$ cat config.mk
export PLATFORM = sky130hd
export DESIGN_NAME = tuner_word_gen
export DESIGN_NICKNAME = d
export VERILOG_FILES = /design/src/rtl/tuner_pkg.sv /design/src/rtl/tuner_rate_sel.sv /design/src/rtl/tuner_band_sel.sv /design/src/rtl/tuner_seq_div.sv /design/src/rtl/tuner_word_gen.sv
export SDC_FILE = /design/constraint.sdc
export NUM_CORES = 1
export LEC_CHECK = 0
export BUFFER_PORTS_ARGS = -buffer_cell sky130_fd_sc_hd__buf_4
export CORE_MARGIN = 2
export CORE_UTILIZATION = 54
export CTS_BUF_LIST = sky130_fd_sc_hd__clkbuf_8
export DETAILED_ROUTE_END_ITERATION = 12
export PLACE_DENSITY = 0.79
export SLEW_MARGIN = 0
export SYNTH_ARGS = -nofsm -noshare
export SYNTH_HDL_FRONTEND = slang
export SYNTH_SLANG_ARGS = --single-unit
$ cat constraint.sdc
create_clock -name clk -period 5 [get_ports clk]
set_input_delay 0.25 -clock clk [delete_from_list [all_inputs] [get_ports clk]]
set_output_delay 0.25 -clock clk [all_outputs]
set_load 0.02 [all_outputs]
$ cat src/rtl/tuner_pkg.sv
package tuner_pkg;

  localparam int WORD_W      = 21;
  localparam int FT_W        = 10;
  localparam int N_W         = 9;
  localparam int A_W         = 5;
  localparam int NUM_RANGES  = 3;
  localparam int NUM_BANDS   = 9;
  localparam int NUM_DIV4    = 2;
  localparam int IDX_W       = $clog2(NUM_BANDS);
  localparam int RIDX_W      = $clog2(NUM_RANGES);

  typedef logic [WORD_W-1:0] tword_t;

  localparam logic [31:0] RATE_LO [NUM_RANGES] = '{32'd1000000, 32'd5000000, 32'd15000000};
  localparam logic [31:0] RATE_HI [NUM_RANGES] = '{32'd4999999, 32'd14999999, 32'd45000000};
  localparam logic [8:0]  ATT_LOW [NUM_RANGES] = '{9'h007, 9'h01F, 9'h03F};
  localparam logic [8:0]  GAIN_MID[NUM_RANGES] = '{9'h180, 9'h180, 9'h100};
  localparam logic [8:0]  GAIN_LOW[NUM_RANGES] = '{9'h1E0, 9'h1E0, 9'h180};
  localparam logic [FT_W-1:0] FT_VAL[NUM_RANGES] = '{10'h27F, 10'h317, 10'h145};

  localparam logic [31:0] BAND_LO [NUM_BANDS] = '{
    32'd950000,  32'd1075000, 32'd1178000, 32'd1296000, 32'd1432000,
    32'd1576000, 32'd1718000, 32'd1856000, 32'd2036000};
  localparam logic [31:0] BAND_TOP = 32'd2150000;

  function automatic logic [31:0] band_hi(int i);
    logic [31:0] r;
    if (i >= NUM_BANDS - 1) r = BAND_TOP;
    else                    r = BAND_LO[i+1] - 32'd1;
    return r;
  endfunction

  function automatic logic [31:0] band_mid(int i);
    return (BAND_LO[i] + band_hi(i)) >> 1;
  endfunction

  function automatic tword_t band_code(int i);
    tword_t w;
    if (i == 0)             w = tword_t'(12'h040);
    else if (i < NUM_DIV4)  w = tword_t'(12'h080);
    else                    w = tword_t'(1 << 9) | tword_t'(1 << (i - NUM_DIV4));
    return w;
  endfunction

  function automatic tword_t att_code(int i);
    return {2'd2, 1'b0, 9'h007, ATT_LOW[i]};
  endfunction

  function automatic tword_t gain_code(int i);
    return {2'd1, 1'b0, GAIN_MID[i], GAIN_LOW[i]};
  endfunction

endpackage

$ cat src/rtl/tuner_rate_sel.sv
module tuner_rate_sel
  import tuner_pkg::*;
#(
  parameter int RATE_W = 26
) (
  input  logic [RATE_W-1:0] rate_i,
  output tword_t            att_o,
  output tword_t            gain_o,
  output logic [FT_W-1:0]   ft_o
);

  logic [NUM_RANGES-1:0] hit;

  for (genvar g = 0; g < NUM_RANGES; g++) begin : g_rng
    assign hit[g] = (32'(rate_i) >= RATE_LO[g]) && (32'(rate_i) <= RATE_HI[g]);
  end

  // Unmatched rates fall back to the first class.
  always_comb begin
    att_o  = att_code(0);
    gain_o = gain_code(0);
    ft_o   = FT_VAL[0];
    for (int i = 0; i < NUM_RANGES; i++) begin
      if (hit[i]) begin
        att_o  = att_code(i);
        gain_o = gain_code(i);
        ft_o   = FT_VAL[i];
      end
    end
  end

endmodule

$ cat src/rtl/tuner_band_sel.sv
module tuner_band_sel
  import tuner_pkg::*;
#(
  parameter int FREQ_W  = 22,
  parameter int FORCE_W = 4
) (
  input  logic [FREQ_W-1:0]  freq_i,
  input  logic [FORCE_W-1:0] force_i,
  output tword_t             band_word_o,
  output logic               div4_o,
  output logic [1:0]         pump_o
);

  logic [NUM_BANDS-1:0] hit;
  logic [IDX_W-1:0]     auto_idx;
  logic [IDX_W-1:0]     idx;
  logic                 forced;
  logic [31:0]          mid;

  for (genvar g = 0; g < NUM_BANDS; g++) begin : g_band
    assign hit[g] = (32'(freq_i) >= BAND_LO[g]) && (32'(freq_i) <= band_hi(g));
  end

  // Out-of-band frequencies default to band index 0.
  always_comb begin
    auto_idx = '0;
    for (int i = 0; i < NUM_BANDS; i++) begin
      if (hit[i]) auto_idx = IDX_W'(i);
    end
  end

  assign forced = (32'(force_i) >= 32'd1) && (32'(force_i) <= 32'(NUM_BANDS));
  assign idx    = forced ? IDX_W'(force_i - FORCE_W'(1)) : auto_idx;

  always_comb begin
    band_word_o = band_code(0);
    div4_o      = 1'b1;
    mid         = band_mid(0);
    for (int i = 0; i < NUM_BANDS; i++) begin
      if (idx == IDX_W'(i)) begin
        band_word_o = band_code(i);
        div4_o      = (i < NUM_DIV4);
        mid         = band_mid(i);
      end
    end
  end

  assign pump_o = (32'(freq_i) < mid) ? 2'd1 : 2'd2;

endmodule

$ cat src/rtl/tuner_seq_div.sv
module tuner_seq_div #(
  parameter int          NUM_W   = 28,
  parameter int          DEN_W   = 15,
  parameter int unsigned DIVISOR = 20222
) (
  input  logic             clk,
  input  logic             rst,
  input  logic             load_i,
  input  logic [NUM_W-1:0] num_i,
  output logic             busy_o,
  output logic             done_o,
  output logic [NUM_W-1:0] quo_o
);

  localparam int CNT_W = $clog2(NUM_W + 1);
  localparam logic [DEN_W:0] DEN = (DEN_W+1)'(DIVISOR);

  logic [DEN_W-1:0] rem;
  logic [NUM_W-1:0] quo;
  logic [CNT_W-1:0] cnt;
  logic [DEN_W:0]   trial;

  assign trial = {rem, quo[NUM_W-1]};
  assign quo_o = quo;

  always_ff @(posedge clk) begin
    if (rst) begin
      rem    <= '0;
      quo    <= '0;
      cnt    <= '0;
      busy_o <= 1'b0;
      done_o <= 1'b0;
    end else begin
      done_o <= 1'b0;
      if (load_i) begin
        rem    <= '0;
        quo    <= num_i;
        cnt    <= CNT_W'(NUM_W);
        busy_o <= 1'b1;
      end else if (busy_o) begin
        if (trial >= DEN) begin
          rem <= DEN_W'(trial - DEN);
          quo <= {quo[NUM_W-2:0], 1'b1};
        end else begin
          rem <= trial[DEN_W-1:0];
          quo <= {quo[NUM_W-2:0], 1'b0};
        end
        cnt <= cnt - CNT_W'(1);
        if (cnt == CNT_W'(1)) begin
          busy_o <= 1'b0;
          done_o <= 1'b1;
        end
      end
    end
  end


  rem_bound_chk: assert property (@(posedge clk) disable iff (rst)
    ({1'b0, rem} < DEN));


  div_pulse_chk: assert property (@(posedge clk) disable iff (rst)
    done_o |-> !busy_o);

endmodule

$ cat src/rtl/tuner_word_gen.sv
module tuner_word_gen
  import tuner_pkg::*;
#(
  parameter int FREQ_W  = 22,
  parameter int RATE_W  = 26,
  parameter int FORCE_W = 4,
  parameter int XTAL_HZ = 10111000
) (
  input  logic               clk,
  input  logic               rst,
  input  logic               start_i,
  input  logic [FREQ_W-1:0]  freq_khz_i,
  input  logic [RATE_W-1:0]  sym_rate_i,
  input  logic [FORCE_W-1:0] band_force_i,
  output logic               busy_o,
  output logic               done_o,
  output logic [20:0]        vca_word_o,
  output logic [20:0]        vga_word_o,
  output logic [20:0]        band_word_o,
  output logic [20:0]        pll_word_o,
  output logic [9:0]         filt_tune_o
);

  localparam int          NUM_W   = FREQ_W + 6;
  localparam int unsigned DIVISOR = (2 * XTAL_HZ) / 1000;
  localparam int          DEN_W   = $clog2(DIVISOR + 1);

  typedef enum logic [1:0] {ST_IDLE, ST_SETUP, ST_DIV} state_t;

  state_t             state;
  logic [FREQ_W-1:0]  freq_q;
  logic [RATE_W-1:0]  rate_q;
  logic [FORCE_W-1:0] force_q;

  tword_t          att_c, gain_c, bw_c;
  logic [FT_W-1:0] ft_c;
  logic            div4_c;
  logic [1:0]      pump_c;

  tword_t          att_r, gain_r, bw_r;
  logic [FT_W-1:0] ft_r;
  logic [1:0]      pump_r;

  logic             div_load, div_busy, div_done;
  logic [NUM_W-1:0] num_c, quo;
  logic [A_W-1:0]   a_c;
  logic [N_W-1:0]   n_c;

  tuner_rate_sel #(.RATE_W(RATE_W)) u_rate (
    .rate_i (rate_q),
    .att_o  (att_c),
    .gain_o (gain_c),
    .ft_o   (ft_c)
  );

  tuner_band_sel #(.FREQ_W(FREQ_W), .FORCE_W(FORCE_W)) u_band (
    .freq_i      (freq_q),
    .force_i     (force_q),
    .band_word_o (bw_c),
    .div4_o      (div4_c),
    .pump_o      (pump_c)
  );

  assign num_c    = NUM_W'(freq_q) * (div4_c ? NUM_W'(40) : NUM_W'(20));
  assign div_load = (state == ST_SETUP);

  tuner_seq_div #(.NUM_W(NUM_W), .DEN_W(DEN_W), .DIVISOR(DIVISOR)) u_div (
    .clk    (clk),
    .rst    (rst),
    .load_i (div_load),
    .num_i  (num_c),
    .busy_o (div_busy),
    .done_o (div_done),
    .quo_o  (quo)
  );

  assign a_c = quo[A_W-1:0];
  assign n_c = (a_c == '0) ? quo[A_W+N_W-1:A_W] + N_W'(1) : quo[A_W+N_W-1:A_W];

  always_ff @(posedge clk) begin
    if (rst) begin
      state       <= ST_IDLE;
      freq_q      <= '0;
      rate_q      <= '0;
      force_q     <= '0;
      att_r       <= '0;
      gain_r      <= '0;
      bw_r        <= '0;
      ft_r        <= '0;
      pump_r      <= '0;
      busy_o      <= 1'b0;
      done_o      <= 1'b0;
      vca_word_o  <= '0;
      vga_word_o  <= '0;
      band_word_o <= '0;
      pll_word_o  <= '0;
      filt_tune_o <= '0;
    end else begin
      done_o <= 1'b0;
      case (state)
        ST_IDLE: begin
          if (start_i) begin
            freq_q  <= freq_khz_i;
            rate_q  <= sym_rate_i;
            force_q <= band_force_i;
            busy_o  <= 1'b1;
            state   <= ST_SETUP;
          end
        end
        ST_SETUP: begin
          att_r  <= att_c;
          gain_r <= gain_c;
          bw_r   <= bw_c;
          ft_r   <= ft_c;
          pump_r <= pump_c;
          state  <= ST_DIV;
        end
        default: begin
          if (div_done) begin
            vca_word_o  <= att_r;
            vga_word_o  <= gain_r;
            band_word_o <= bw_r;
            filt_tune_o <= ft_r;
            pll_word_o  <= {2'b11, 2'b11, 1'b1, pump_r, n_c, a_c};
            done_o      <= 1'b1;
            busy_o      <= 1'b0;
            state       <= ST_IDLE;
          end
        end
      endcase
    end
  end

  logic past_ok;
  always_ff @(posedge clk) begin
    if (rst) past_ok <= 1'b0;
    else     past_ok <= 1'b1;
  end


  done_pulse_chk: assert property (@(posedge clk) disable iff (rst)
    done_o |=> !done_o);


  done_idle_chk: assert property (@(posedge clk) disable iff (rst)
    done_o |-> !busy_o && !div_busy);


  busy_rise_chk: assert property (@(posedge clk) disable iff (rst)
    (start_i && !busy_o) |=> busy_o);


  start_ignored_chk: assert property (@(posedge clk) disable iff (rst || !past_ok)
    (busy_o && start_i) |=> $stable(freq_q) && $stable(rate_q) && $stable(force_q));


  hold_chk: assert property (@(posedge clk) disable iff (rst || !past_ok)
    !done_o |-> $stable(pll_word_o) && $stable(band_word_o) && $stable(vca_word_o)
                && $stable(vga_word_o) && $stable(filt_tune_o));


  pll_fixed_chk: assert property (@(posedge clk) disable iff (rst)
    done_o |-> pll_word_o[20:16] == 5'b11111);


  pump_code_chk: assert property (@(posedge clk) disable iff (rst)
    done_o |-> (pll_word_o[15:14] == 2'd1 || pll_word_o[15:14] == 2'd2));


  band_shape_chk: assert property (@(posedge clk) disable iff (rst)
    done_o |-> $countones(band_word_o) == (band_word_o[9] ? 2 : 1));

endmodule

==> impl_metrics.py, run 1 <==
metrics = {
    "yosys": {
        "ys_async_sr_fraction_pct": 0,
        "synth_edf_count": 0,
        "synth_commonest_cells": "nand2_1 (222), dfxtp_1 (155), a21oi_1 (140)",
        "ys_types": 73,
        "synth_top_area_share_pct": 29.1,
        "ys_seq_elements": 155,
        "ys_seq_area_share_pct": 29.1,
        "yosysMostFrequentCell": "nand2_1",
        "synthCells": 1352,
        "netlist_area_sq_um": 10600,
        "synth_area_per_cell_sq_um": 7.88,
        "synth_warnings": 0,
        "yosys-top-cells-area": "dfxtp_1 (29%), ha_1 (11%), nand2_1 (7.8%)",
        "synth_top_area_cell": "dfxtp_1",
        "ys.flop_type": "dfxtp_1",
    },
    "critical_path": {
        "slowest_delay_ps": 540,
        "worst-path-buf-inv": 6,
        "r2r_slack_ps": -590,
        "critical_path_arrival_ps": 5940,
        "crit_family": "adder cells",
        "start_kind": "register",
        "critPathSlowestCell": "or4_4",
        "worst_path_most_repeated_cell": "buf_4",
        "path_cells": "nand4_1 > or4_4 > o21a_4 > a32o_2 > nor4b_4 > buf_4 > a22oi_2 > buf_4 > buf_4 > buf_4 > o21ai_1 > ha_1 > fa_1 > ha_1 > ha_1 > or2_2 > a21oi_4 > buf_4 > a31oi_2 > buf_4 > xnor2_2 > a221oi_1",
        "crit_fanout": 8,
        "required_ps": 5350,
        "crit_path_end_kind": "register",
        "critPathKind": "register to register",
    },
    "clock_network": {
        "cts_max_level": 4,
        "cts_buffers": 17,
        "hold_buffers": 0,
        "cts_sinks": 155,
        "cts_tree": "yes",
        "clock_path_buffers": 2,
        "clkTransAtPathRegs_ps": 90,
        "cts_root_buf": "clkbuf_8",
        "clock_latency_ps": 450,
    },
    "route": {
        "drc": 0,
        "drt_iter0_drc": 566,
        "firstDrtPassIters": 7,
        "viasPerCell": 5.62,
        "drt-total-wl_mm": 30.1,
        "ant_nets": 0,
        "vias": 10300,
        "wl_per_cell_um": 16.3,
    },
    "power": {
        "p_leak_nw": 6.14,
        "power.density_nw_per_um2": 295,
        "peakVddDrop_uv": 211,
    },
    "die": {
        "die_height_um": 144,
        "rows": 51,
        "die_x_um": 144,
        "start_util_pct": 54.9,
        "dieArea_sq_um": 20900,
        "pin_count": 151,
        "fp.coreArea_sq_um": 19400,
    },
    "grt": {
        "grt_max_degree": 91,
        "antenna_found_initial": 0,
        "grt.overflow.total": 0,
        "grt_pass1_vias": 9631,
        "grt_pass1_wl_mm": 44.8,
        "grt_use_total_pct": 26.4,
    },
    "placement": {
        "place_congestion": 0.926,
        "io_buffers": 112,
        "post-place-ws_ps": -489,
        "hpwl_mm": 19.5,
    },
    "layout": {
        "fin_util_pct": 72.0,
        "areaGrowthSynthToFinish_pct": 31.1,
        "final_nets": 1733,
        "antenna_cells": 0,
        "layout-drive-gt1-share_pct": 30.6,
    },
    "sta": {
        "rsz0062_at_grt": "true",
        "finalCritPeriodShare_pct": 112,
        "slew-limit-headroom_pct": 13.5,
        "fmax_mhz": 179,
        "hold_violations": 0,
        "worst_slack_ps": -594,
        "fin_skew_ps": 15.9,
        "fin_crit_ps": 5590,
        "worst_pin_slew_ps": 1280,
        "final-setup-viol-count": 17,
        "report.final.slew_viol_count": 0,
    },
    "status": {
        "violations": "setup timing",
        "outcome": "complete, but fails checks",
    },
    "job": {
        "drv_cap": 0,
    },
    "worst_hold_path": {
        "hp-class": "input pin to register",
    },
}
==> worst paths after layout <==
check / startpoint / endpoint / cells after the start
setup / recovery: freq_q[16]$_SDFFE_PP0P_ / u_div.quo_o[24]$_SDFFE_PP0P_ / 22
hold reg to reg: att_r[5]$_SDFFE_PP0P_ / vca_word_o[5]$_SDFFE_PP0P_ / 2
hold / removal: freq_khz_i[14] / freq_q[14]$_SDFFE_PP0P_ / 3
setup reg to reg: freq_q[16]$_SDFFE_PP0P_ / u_div.quo_o[24]$_SDFFE_PP0P_ / 22
==> layer usage <==
metal | track usage, % | share of wire (%)
met5 | 0 | 0
met4 | 11.1 | 4.2
met3 | 4.17 | 5.5
met2 | 44.8 | 50
met1 | 33.4 | 40
==> flip-flops by register name, summed over array words and instances, names as in the netlist <==
signal        count
att_r             3
band_word_o       9
busy_o            1
bw_r              9
done_o            1
filt_tune_o       3
force_q           4
freq_q           22
ft_r              3
pll_word_o       17
pump_r            2
rate_q           26
state             2
u_div.busy_o      1
u_div.cnt         5
u_div.done_o      1
u_div.quo_o      28
u_div.rem        15
vca_word_o        3
==> final cells by class <==
cell class              instances  area (sq um)
multi-input cells            1019          7550
repair buffers                294          2240
clock inverters                13           190
clock buffers                  18           248
fillers                      1470          5440
inverters                      77           289
well taps                     265           332
flip-flops and latches        155          3110
==> cells by family (layout without fill, tap and decap cells) <==
family,after synthesis,in the layout,synth area share (%)
compound gates,324,326,19.4
xor+xnor,40,40,3.29
fa+ha+maj,114,114,14.9
buf+inv,220,402,10.2
flops,155,155,29.1
mux,24,24,2.33
other cells,1,41,0.0352
simple gates,474,474,20.7
==> timing repair <==
action,4_1_cts,5_1_grt
gates cloned,2,0
buffers inserted,14,13
setup endpoints to repair,17,20
resized for setup,73,74
pin swaps,43,66
==> report_power, final <==
group / internal [W] / leakage [nW] / switching [W] / total, W
Clock: 0.000561 / 0.226 / 0.000488 / 0.00105
Sequential: 0.00131 / 1.27 / 0.0000757 / 0.00138
Combinational: 0.000781 / 4.65 / 0.000906 / 0.00169
==> tightest hold or removal path: stages <==
cell	delay, ps
buf_4	110
nand2_1	40
a21oi_1	50
==> layout by cell type, fill, tap and decap left out, drive strengths merged, types with 10 or more instances in the layout <==
cell / instances
xnor2: 27
and3: 15
o21a: 11
nor2: 85
nor3: 22
nand3: 18
and2: 26
inv: 82
or2: 10
buf: 294
nand4: 14
a31oi: 10
mux2i: 21
fa: 21
a21oi: 140
o21ai: 38
clkbuf: 18
conb: 41
nand2: 222
xor2: 13
a211oi: 48
ha: 93
a21o: 14
nor2b: 13
dfxtp: 155
nand2b: 14
==> through the flow <==
step	total power, W	hold WS (ps)	std cells	cell area, sq um	setup TNS, ps
floorplan	0.00231	378	1392	11000	-1440
global placement	0.00270	439	1782	12500	-3220
detailed placement	0.00273	448	1782	12500	-5310
CTS	0.00393	15.3	1829	13500	-1870
global route	0.00434	21.6	1841	14000	-8620
finish	0.00412	26.5	1841	14000	-4970
No activity file was read; power rests on OpenSTA's default activity.
==> inputs of run 2 (changes only) <==
Settings changed: ABC_AREA set to 1, CORE_UTILIZATION 54 to 60, PLACE_DENSITY 0.79 to 0.83.
Clock period 5 ns to 7 ns, I/O delays scaled along.
==> run 2 against run 1 <==
  * The flow now finishes without violations
  * Critical path type unchanged
  * Via count shrank 2.6%
  * Global-route usage shrank 0.34 points
  * Total power shrank 26%
  * Clock-buffer cell count is the same
  * Fmax shrank 10%
  * Worst setup slack gained 1400 ps
  * Sequential share of layout area grew 3.9 points
  * Register-to-register slack gained 1400 ps
  * Die area shrank 8.3%
  * Highest routed layer unchanged
  * Area after synthesis grew 1.6%
  * Largest power group unchanged
  * Clock power shrank 30%
  * Critical path depth grew 16
==> impl_metrics.py, run 2 <==
metrics = {
    "yosys": {
        "ys_seq_area_share_pct": 28.7,
        "yosysMostFrequentCell": "nand2_1",
        "synth_top_area_cell": "dfxtp_1",
        "synth_edf_count": 0,
        "synth_area_per_cell_sq_um": 6.83,
        "synth_warnings": 0,
        "synth_commonest_cells": "nand2_1 (234), nor2_1 (229), inv_1 (226)",
        "synth_compound_area_share_pct": 17.5,
        "synthCells": 1585,
        "synth-simple-area-share_pct": 22.6,
        "yosys-top-cells-area": "dfxtp_1 (29%), ha_1 (11%), nand2_1 (8.1%)",
        "netlist_area_sq_um": 10800,
        "synth-xor-area-share_pct": 1.62,
        "ys.flop_type": "dfxtp_1",
        "ys_seq_elements": 155,
        "synthAdderAreaFrac_pct": 14.6,
        "ys_async_sr_fraction_pct": 0,
        "synth_top_area_share_pct": 28.7,
        "ys_types": 50,
        "synthMuxAreaShare_pct": 0,
        "synth_top_family_by_area": "simple AND/OR/NAND/NOR gates",
    },
    "grt": {
        "antenna_found_initial": 0,
        "grt_max_degree": 96,
        "grt_pass1_wl_mm": 42.1,
        "grt_use_total_pct": 26.1,
        "grt_pass1_vias": 9070,
        "grt.overflow.total": 0,
    },
    "placement": {
        "dp.cells": 1850,
        "hpwl_mm": 19.4,
        "place_congestion": 0.972,
        "io_buffers": 112,
    },
    "job": {
        "drv_cap": 0,
    },
    "route": {
        "wl_per_cell_um": 13.5,
        "viasPerCell": 5.35,
        "vias": 10100,
        "drt-total-wl_mm": 25.3,
        "drt_iter0_drc": 852,
        "drc": 0,
        "firstDrtPassIters": 8,
        "ant_nets": 0,
    },
    "clock_network": {
        "hold_buffers": 0,
        "cts_max_level": 4,
        "cts_buffers": 17,
        "clock_latency_ps": 470,
        "cts_root_buf": "clkbuf_8",
        "ctsResizeCount": 0,
        "cts_sinks": 155,
        "clock_path_buffers": 2,
        "clkTransAtPathRegs_ps": 100,
        "cts_tree": "yes",
        "postCtsSetupBuffers": 0,
    },
    "die": {
        "die_x_um": 138,
        "pin_count": 151,
        "die_height_um": 138,
        "start_util_pct": 60.7,
        "rows": 49,
        "fp.coreArea_sq_um": 17800,
        "dieArea_sq_um": 19100,
    },
    "layout": {
        "largest_reg_flops": 28,
        "areaGrowthSynthToFinish_pct": 9.62,
        "layout_common_cells": "nand2_1 (233), nor2_1 (229), inv_1 (225), dfxtp_1 (155), o21ai_0 (147)",
        "fin_util_pct": 66.5,
        "final_cells": 1882,
        "final_nets": 1809,
        "layout_commonest_cell": "nand2_1",
        "antenna_cells": 0,
        "layout-drive-gt1-share_pct": 10.9,
    },
    "sta": {
        "slew-limit-headroom_pct": 46.5,
        "report.final.slew_viol_count": 0,
        "rsz0062_at_grt": "false",
        "final.setup.tns_ps": 0,
        "final-setup-viol-count": 0,
        "fin_crit_ps": 6240,
        "fmax_mhz": 160,
        "fin_skew_ps": 15.2,
        "worst_pin_slew_ps": 802,
        "hold_violations": 0,
        "finalCritPeriodShare_pct": 89.1,
    },
    "status": {
        "outcome": "finished clean",
    },
    "critical_path": {
        "start_kind": "register",
        "required_ps": 7370,
        "worst_path_most_repeated_cell": "nand2_1",
        "slowest_delay_ps": 500,
        "crit_path_end_kind": "register",
        "critPathKind": "register to register",
        "critPathSlowestCell": "dfxtp_1",
        "crit_fanout": 14,
        "critical_path_arrival_ps": 6610,
    },
    "power": {
        "power.density_nw_per_um2": 258,
        "total_power_w": 0.00307,
        "peakVddDrop_uv": 148,
        "p_leak_nw": 5.87,
    },
    "worst_hold_path": {
        "hp-class": "input pin to register",
    },
}
==> run 2: cell count changes in the layout (fill, tap and decap cells not counted), sizes merged, moves of 35 or more <==
cell / before / now
nor2: 85 / 232
a211oi: 48 / 5
o21ai: 38 / 158
nand3: 18 / 53
inv: 82 / 242
buf: 294 / 119
==> run 2: worst paths after layout <==
path	slack, ps	from	endpoint	depth (start not counted)
max	760	freq_q[20]$_SDFFE_PP0P_	u_div.quo_o[25]$_SDFFE_PP0P_	38
min	130	sym_rate_i[1]	rate_q[1]$_SDFFE_PP0P_	3
max reg2reg	760	freq_q[20]$_SDFFE_PP0P_	u_div.quo_o[25]$_SDFFE_PP0P_	38
min reg2reg	460	bw_r[6]$_SDFFE_PP0P_	band_word_o[6]$_SDFFE_PP0P_	2
==> run 2: cell families after synthesis <==
kind of cell,count (synthesis)
AO/OA/AOI/OAI,347
XOR/XNOR,20
other,1
flip-flops,155
adder cells (fa/ha/maj),114
AND/OR/NAND/NOR,587
buffers and inverters,361
==> run 2: area by class of cell <==
| class | instances | area (sq um) |
|---|---|---|
| multi-input combinational | 1109 | 6260 |
| fill | 1596 | 5980 |
| sequential | 155 | 3100 |
| timing repair buffer | 119 | 893 |
| inverter | 238 | 893 |
| tap | 229 | 287 |
| clock buffer | 18 | 248 |
| clock inverter | 14 | 179 |
==> run 2: power by group <==
group / internal, W / switching, W
registers: 0.000956 / 0.0000693
clock network: 0.000342 / 0.000389
logic: 0.000461 / 0.000849
total: 0.00176 / 0.00131
==> run 2: worst max-delay path: cells and delay by family, from the launching register on <==
| kind | cells | cell delay, ps |
|---|---|---|
| compound gates | 7 | 1430 |
| fa+ha+maj | 4 | 1410 |
| flops | 1 | 500 |
| buf+inv | 7 | 630 |
| simple gates | 20 | 2130 |
==> run 2: stage by stage <==
step	hold slack, ps	cell area (sq um)	setup WS [ps]
4_1_cts	112	11900	943
5_1_grt	123	11900	261
6_report	129	11900	762
2_1_floorplan	421	11000	1690
3_5_place_dp	446	11400	949
3_3_place_gp	435	11400	1060
==> run 2: per-layer routing <==
metal  wire length (um)  part of all wire, %  GRT usage, %  vias up
met5                  0                    0             0        -
met2              11400                   45          41.7      363
li1                   -                    -             -     5146
met1              11600                   46          35.6     4515
met3               1510                  6.0          4.12       54
met4                826                  3.3          10.2        0
==> inputs of run 3 (changes only) <==
Settings changed: CTS_BUF_LIST sky130_fd_sc_hd__clkbuf_8 to not set.
==> run 3 against run 2 <==
  * Utilization grew 1.1 points
  * Worst hold slack improved by 33 ps
  * Sequential share of layout area fell by 0.42 points
  * Final cell count unchanged
  * First-iteration DRC count increased by 11%
  * Routed wire length rose by 2.6%
  * Register-to-register slack improved by 20 ps
  * Critical path depth down 2
  * Clock-buffer cell count is the same
  * Global-route usage up 0.81 points
  * Critical endpoint unchanged
  * Largest cell class unchanged
==> impl_metrics.py, run 3 (synthesis results as in run 2) <==
metrics = {
    "placement": {
        "place_area_sq_um": 11400,
        "post-place-ws_ps": 949,
        "hpwl_mm": 19.4,
        "io_buffers": 112,
        "place_congestion": 0.972,
    },
    "critical_path": {
        "timing.rr.start": "freq_q[20]$_SDFFE_PP0P_",
        "r2r-end": "u_div.quo_o[25]$_SDFFE_PP0P_",
        "critPathKind": "register to register",
        "worst-path-buf-inv": 6,
        "start_kind": "register",
        "setup.worst_path.start": "freq_q[20]$_SDFFE_PP0P_",
        "crit_family": "simple AND/OR/NAND/NOR gates",
        "slowest_delay_ps": 490,
        "crit_path_end_kind": "register",
        "reg2reg_depth": 36,
        "worst_path_most_repeated_cell": "nand2_1",
        "critPathSlowestCell": "fa_1",
        "required_ps": 7330,
        "r2r_slack_ps": 790,
        "crit_fanout": 14,
        "critical_path_arrival_ps": 6540,
    },
    "route": {
        "wl_per_cell_um": 13.8,
        "drt-total-wl_mm": 26.0,
        "viasPerCell": 5.37,
        "vias": 10100,
        "met1_length_mm": 11.8,
        "met3_wirelength_mm": 1.41,
        "ant_nets": 0,
        "firstDrtPassIters": 6,
        "wl_met2_mm": 11.9,
        "drt_iter0_drc": 945,
        "drc": 0,
        "top_layer": "met4",
    },
    "grt": {
        "grt_pass1_wl_mm": 43.2,
        "grt_max_degree": 96,
        "antenna_found_initial": 0,
        "grt.overflow.total": 0,
        "grt_use_total_pct": 26.9,
        "grt_pass1_vias": 9285,
    },
    "die": {
        "pin_count": 151,
        "rows": 49,
        "start_util_pct": 60.7,
        "fp.coreArea_sq_um": 17800,
        "die_x_um": 138,
        "dieArea_sq_um": 19100,
        "die_height_um": 138,
    },
    "power": {
        "p_leak_nw": 5.95,
        "peakVddDrop_uv": 264,
        "power.density_nw_per_um2": 275,
    },
    "clock_network": {
        "postCtsSetupBuffers": 0,
        "cts_tree": "yes",
        "cts_max_level": 4,
        "cts_buffers": 17,
        "clock_latency_ps": 430,
        "clkTransAtPathRegs_ps": 70,
        "cts_sinks": 155,
        "hold_buffers": 0,
        "cts_root_buf": "clkbuf_16",
        "clock_path_buffers": 2,
        "ctsResizeCount": 0,
    },
    "sta": {
        "final.setup.tns_ps": 0,
        "hold_violations": 0,
        "fin_crit_ps": 6210,
        "slew-limit-headroom_pct": 47.2,
        "worst_pin_slew_ps": 792,
        "report.final.slew_viol_count": 0,
        "fmax_mhz": 161,
        "finalCritPeriodShare_pct": 88.8,
        "fin_skew_ps": 10.3,
        "worst_slack_ps": 786,
        "holdWs_ps": 162,
        "rsz0062_at_grt": "false",
        "final-setup-viol-count": 0,
    },
    "layout": {
        "n_fill_cell": 1549,
        "seq_area_sq_um": 3100,
        "layout-drive-gt1-share_pct": 10.9,
        "areaGrowthSynthToFinish_pct": 11.4,
        "layout_common_cells": "nand2_1 (233), nor2_1 (229), inv_1 (225), dfxtp_1 (155), o21ai_0 (147)",
        "finalInstanceArea_sq_um": 12100,
        "antenna_cells": 0,
        "largest_reg_flops": 28,
        "layout_commonest_cell": "nand2_1",
        "final_nets": 1809,
        "multi_input_area_sq_um": 6260,
    },
    "job": {
        "drv_cap": 0,
    },
    "worst_hold_path": {
        "hp-class": "input pin to register",
        "holdPathStages": 3,
        "hold_path_end": "rate_q[1]$_SDFFE_PP0P_",
        "hold_path.startpoint": "sym_rate_i[1]",
    },
    "status": {
        "outcome": "finished clean",
    },
}
run 3: how the worst max path moves through the flow:
stage	to	slack, ps	depth (start not counted)
after floorplan	u_div.quo_o[25]$_SDFFE_PP0P_	1690	37
after global placement	u_div.quo_o[25]$_SDFFE_PP0P_	1060	38
after detailed placement	u_div.quo_o[25]$_SDFFE_PP0P_	950	36
after CTS	u_div.quo_o[25]$_SDFFE_PP0P_	940	36
after global routing	u_div.quo_o[25]$_SDFFE_PP0P_	250	36
final	u_div.quo_o[25]$_SDFFE_PP0P_	790	36
run 3: layout make-up:
cell class,instances,share of cell area [%]
clock buffer,18,3.64
clock inverter,14,1.48
inverter,238,7.41
multi-input combinational,1109,51.9
sequential,155,25.7
tap,229,2.38
timing repair buffer,119,7.41
run 3: where the power goes:
group | switching (W) | internal [W] | leakage (nW)
Combinational | 0.000855 | 0.000462 | 4.39
Clock | 0.000423 | 0.000551 | 0.294
Sequential | 0.0000706 | 0.000957 | 1.27
Total | 0.00135 | 0.00197 | 5.95
run 3: stage by stage:
stage	util [%]	power, W	instances
CTS	67.6	0.00331	1882
global route	67.6	0.00356	1882
finish	67.6	0.00332	1882
global placement	64.1	0.00229	1850
floorplan	-	0.00205	1625
detailed placement	64.1	0.00232	1850
run 3: per-layer routing:
| layer | vias to the layer above | track usage [%] |
|---|---|---|
| met3 | 61 | 4.16 |
| met2 | 326 | 43.7 |
| met4 | 0 | 11.3 |
| li1 | 5157 | - |
| met1 | 4554 | 35.8 |
| met5 | - | 0 |
run 3: worst reg2reg max path, delay by kind of cell, from the launching register on:
family	cells	cell delay, ps
AND/OR/NAND/NOR	19	2190
adder cells (fa/ha/maj)	4	1430
AO/OA/AOI/OAI	7	1420
buffers and inverters	6	580
flip-flops	1	480
